<file path="src/rtl/quad_count_pulse.sv">
module quad_count_pulse #(
  parameter int CW = 32
) (
  input  logic          clk,
  input  logic          rst_n,
  input  logic [1:0]    mode,
  input  logic          in_a,
  input  logic          in_b,
  output logic [CW-1:0] count,
  output logic          dir,
  output logic          cnt_strobe,
  output logic          wrap_strobe
);

  logic [1:0] sync_a, sync_b;
  logic       prev_a, prev_b;
  logic       step_q, up_q;
  logic       cnt_pulse, wrap_pulse;

  wire a  = sync_a[1];
  wire b  = sync_b[1];
  wire da = a ^ prev_a;
  wire db = b ^ prev_b;

  wire edge_any = da ^ db;
  wire edge_a   = da & ~db;
  wire edge_one = edge_a & ~b;
  wire step     = (mode == 2'b00) ? edge_one :
                  (mode == 2'b01) ? edge_a   : edge_any;
  wire up       = da ? (a ^ b) : ~(a ^ b);
  wire at_end   = up_q ? (&count) : (count == '0);

  always_ff @(posedge clk or negedge rst_n) begin
    if (!rst_n) begin
      sync_a <= '0;
      sync_b <= '0;
      prev_a <= 1'b0;
      prev_b <= 1'b0;
    end else begin
      sync_a <= {sync_a[0], in_a};
      sync_b <= {sync_b[0], in_b};
      prev_a <= a;
      prev_b <= b;
    end
  end

  always_ff @(posedge clk or negedge rst_n) begin
    if (!rst_n) begin
      step_q <= 1'b0;
      up_q   <= 1'b0;
      dir    <= 1'b0;
    end else begin
      step_q <= step;
      if (step) begin
        up_q <= up;
        dir  <= up;
      end
    end
  end

  always_ff @(posedge clk or negedge rst_n) begin
    if (!rst_n) begin
      count      <= '0;
      cnt_pulse  <= 1'b0;
      wrap_pulse <= 1'b0;
    end else begin
      cnt_pulse  <= step_q;
      wrap_pulse <= step_q & at_end;
      if (step_q) count <= up_q ? count + 1'b1 : count - 1'b1;
    end
  end

  assign cnt_strobe  = cnt_pulse & ~clk;
  assign wrap_strobe = wrap_pulse & ~clk;

  AST_STEP_SIZE: assert property (@(posedge clk) disable iff (!rst_n)
    cnt_pulse |-> (count - $past(count)) == (dir ? CW'(1) : {CW{1'b1}}));
  AST_HOLD_IDLE: assert property (@(posedge clk) disable iff (!rst_n)
    !cnt_pulse |-> $stable(count));
  AST_ILLEGAL_QUIET: assert property (@(posedge clk) disable iff (!rst_n)
    (da && db) |=> ##1 !cnt_pulse);
  AST_DIR_SETUP: assert property (@(posedge clk) disable iff (!rst_n)
    cnt_pulse |-> $stable(dir));
  AST_DIR_HOLD: assert property (@(posedge clk) disable iff (!rst_n)
    $past(cnt_pulse) |-> $stable(dir));
  AST_WRAP_WITH_STEP: assert property (@(posedge clk) disable iff (!rst_n)
    wrap_pulse |-> cnt_pulse);
  AST_WRAP_VALUE: assert property (@(posedge clk) disable iff (!rst_n)
    wrap_pulse |-> ((dir && count == '0) || (!dir && (&count))));

endmodule

</file>
<file path="config.mk">
export PLATFORM = sky130hd
export DESIGN_NAME = quad_count_pulse
export DESIGN_NICKNAME = d
export VERILOG_FILES = /design/src/rtl/quad_count_pulse.sv
export SDC_FILE = /design/constraint.sdc
export NUM_CORES = 1
export LEC_CHECK = 0
export BUFFER_PORTS_ARGS = -buffer_cell sky130_fd_sc_hd__buf_4
export CAP_MARGIN = 10
export CORE_MARGIN = 1
export CORE_UTILIZATION = 50
export CTS_BUF_LIST = sky130_fd_sc_hd__clkbuf_16
export DETAILED_ROUTE_END_ITERATION = 16
export GPL_TIMING_DRIVEN = 1
export PLACE_DENSITY = 0.7
export SYNTH_ARGS = -nofsm -noshare
export SYNTH_HDL_FRONTEND = slang
export SYNTH_SLANG_ARGS = --single-unit
</file>
<file path="constraint.sdc">
create_clock -name clk -period 9.2 [get_ports clk]
set_input_delay 0.92 -clock clk [delete_from_list [all_inputs] [get_ports clk]]
set_output_delay 0.92 -clock clk [all_outputs]
set_load 0.1 [all_outputs]
</file>
==> impl_metrics.sql <==
INSERT INTO impl_metrics (metric_group, metric, value, unit) VALUES
('timing', 'worst_clock_skew', '8.729', 'ps'),
('synth', 'syn-instance-count', '348', ''),
('timing', 'max-slew-margin-rel', '49.87', '%'),
('die', 'core', '6350', 'µm²'),
('worst_setup_path', 'critPathRequiredTime', '8280', 'ps'),
('synth', 'synth_async_sr_flop_share', '100.0', '%'),
('clocking', 'cts-hold-fix-buffers', '0', ''),
('die', 'ios', '41', ''),
('cells_and_area', 'fillers', '571', ''),
('clocking', 'post_cts_setup_buffer_count', '0', ''),
('hold_path', 'hold_path_startpoint', 'sync_a[0]', ''),
('worst_setup_path', 'critical_path_launch_point', 'clk', ''),
('clocking', 'clock_latency_late_sink', '400', 'ps'),
('cells_and_area', 'insertedDiodeCount', '0', ''),
('status', 'run_status', 'finished clean', ''),
('job', 'maxCapViolations', '0', ''),
('global_route', 'gr-usage-all-layers', '24.87', '%'),
('synth', 'netlist_top_cells_area', 'sky130_fd_sc_hd__dfrtp_1 (32%), sky130_fd_sc_hd__ha_1 (12%), sky130_fd_sc_hd__mux2_2 (8.9%), sky130_fd_sc_hd__xnor2_1 (5.1%), sky130_fd_sc_hd__a21oi_1 (4.9%)', ''),
('synth', 'synth_cell_type_count', '49', ''),
('timing', 'setup_viol_count_final', '0', ''),
('synth', 'syn_nets', '386', ''),
('placed_design', 'gpl.final_weighted_congestion', '0.9154', ''),
('cells_and_area', 'area_delta_synth_final', '19.10', '%'),
('placed_design', 'dpl.hpwl', '5990', 'µm'),
('timing', 'final_critical_path_setup_slack', '3025', 'ps'),
('placed_design', 'place_worst_setup_slack', '3306', 'ps'),
('die', 'width_of_the_chip', '83.02', 'µm'),
('drt', 'drc_errors', '0', ''),
('global_route', 'grt_start_max_net_pins', '43', ''),
('drt', 'detailroute.via_count', '2885', ''),
('drt', 'detail_route.wl_per_cell', '17.26', 'µm'),
('worst_setup_path', 'worst_setup_path_end_kind', 'primary output', ''),
('global_route', 'antenna_violations_before_repair', '0', ''),
('timing', 'hold-worst-slack', '349.7', 'ps'),
('worst_setup_path', 'path_cells', 'clkbuf_16, clkbuf_16, nor2b_1, buf_4', ''),
('drt', 'drt-initial-drc-count', '149', ''),
('global_route', 'grt_first_pass_wirelength', '13680', 'µm'),
('die', 'initial_core_util', '51.68', '%'),
('synth', 'synth-edff-count', '0', ''),
('synth', 'yosysSeqAreaShare', '32.02', '%'),
('synth', 'netlist.top_cell.by_area', 'sky130_fd_sc_hd__dfrtp_1', ''),
('synth', 'yosys_most_used_dff', 'sky130_fd_sc_hd__dfrtp_1', ''),
('drt', 'routed_wirelength', '8111', 'µm'),
('cells_and_area', 'post_route_cells_drive_above_1_share', '21.37', '%'),
('die', 'standard_cell_rows', '29', ''),
('worst_setup_path', 'critical_path.reg2reg.startpoint', 'dir', ''),
('worst_setup_path', 'ff2ff_setup_slack', '5470', 'ps'),
('drt', 'first_pass_iters', '4', ''),
('clocking', 'post_cts.resized_instances', '0', ''),
('worst_setup_path', 'critical_path.n_buffers_inverters', '3', ''),
('synth', 'commonest_cells_in_the_synthesized_netlist', 'sky130_fd_sc_hd__dfrtp_1 (42), sky130_fd_sc_hd__a21oi_1 (32), sky130_fd_sc_hd__ha_1 (31)', ''),
('die', 'die-area', '6891', 'µm²'),
('synth', 'ys_seq_elements', '42', ''),
('synth', 'ys.warnings.count', '0', ''),
('timing', 'finalMaxSlewViolations', '0', ''),
('synth', 'synth.most_common_cell', 'sky130_fd_sc_hd__dfrtp_1', ''),
('worst_setup_path', 'path_common_cell', 'sky130_fd_sc_hd__clkbuf_16', ''),
('global_route', 'grt_overflow', '0', ''),
('synth', 'synth.cell_area', '3282', 'µm²'),
('synth', 'syn_avg_cell_area', '9.431', 'µm²'),
('timing', 'tns', '0', 'ps'),
('clocking', 'tritoncts', 'yes', ''),
('worst_setup_path', 'worst_ep_arrival_time', '5260', 'ps'),
('die', 'die-height', '83.02', 'µm'),
('timing', 'worst_slew_pin_slew', '752.0', 'ps'),
('hold_path', 'min-delay-path-class', 'flip-flop to flip-flop', ''),
('timing', 'rsz0062_at_grt', 'false', ''),
('worst_setup_path', 'timing.critical_path.max_delay_family', 'buffers and inverters', ''),
('drt', 'vias_per_cell', '6.138', ''),
('global_route', 'number_of_global_route_vias_before_repair', '2834', ''),
('worst_setup_path', 'cp_slowest_cell', 'sky130_fd_sc_hd__buf_4', '');
## final timing paths
path,endpoint,cells past startpoint
max,cnt_strobe,4
max reg2reg,count[29],10
min reg2reg,sync_a[1],0
min,sync_a[1],0
max in group asynchronous,count[6],1
min in group asynchronous,count[20],1
## per-stage QoR
step	instances	cell area (µm²)	utilization, %
finish	470	3909	61.56
global route	470	3909	61.56
CTS	470	3909	61.56
detailed placement	458	3657	57.60
global placement	458	3657	57.60
floorplan	348	3282	-
## logic make-up (layout without fill, tap and decap cells)
| logic type | count (synthesis) | in the layout | share of synthesized area [%] |
|---|---|---|---|
| AO/OA/AOI/OAI | 103 | 103 | 21.35 |
| AND/OR/NAND/NOR | 91 | 91 | 13.72 |
| flip-flops | 42 | 42 | 32.02 |
| adder cells (fa/ha/maj) | 32 | 32 | 12.43 |
| XOR/XNOR | 31 | 31 | 8.273 |
| multiplexers | 29 | 29 | 9.836 |
| buffers and inverters | 20 | 65 | 2.364 |
## final cells by class
type	count	area, µm²	share of cell area (%)
Clock buffer	11	240.2	6.146
Clock inverter	3	26.28	0.6722
Timing Repair Buffer	40	300.3	7.682
Sequential cell	42	1051	26.89
Inverter	11	41.29	1.056
Multi-Input combinational cell	286	2153	55.09
Tap cell	77	96.34	2.465
## routing by layer
metal,GRT usage (%),vias up,wire [µm]
met2,39.42,99,3880
met3,5.765,10,454
met5,0,-,0
li1,-,1405,-
met4,8.621,0,100
met1,33.38,1371,3675
## registers in the layout (all words and copies together), names as in the netlist
register,count
prev_a,1
step_q,1
prev_b,1
wrap_pulse,1
sync_b,2
sync_a,2
cnt_pulse,1
count,32
dir,1
## cell usage in the layout, fill, tap and decap left out, types with 16 or more instances in the layout
master,netlist,layout
sky130_fd_sc_hd__a21o_1,16,16
sky130_fd_sc_hd__a21oi_1,32,32
sky130_fd_sc_hd__buf_4,0,42
sky130_fd_sc_hd__dfrtp_1,42,42
sky130_fd_sc_hd__ha_1,31,31
sky130_fd_sc_hd__mux2_2,26,26
sky130_fd_sc_hd__nand2_1,28,28
sky130_fd_sc_hd__nor2_1,18,18
sky130_fd_sc_hd__o21ai_0,17,17
sky130_fd_sc_hd__xnor2_1,19,19
Power is left out: the tool's default activity adds up to more than one toggle a clock period on the data nets, which glitch-free logic cannot reach.
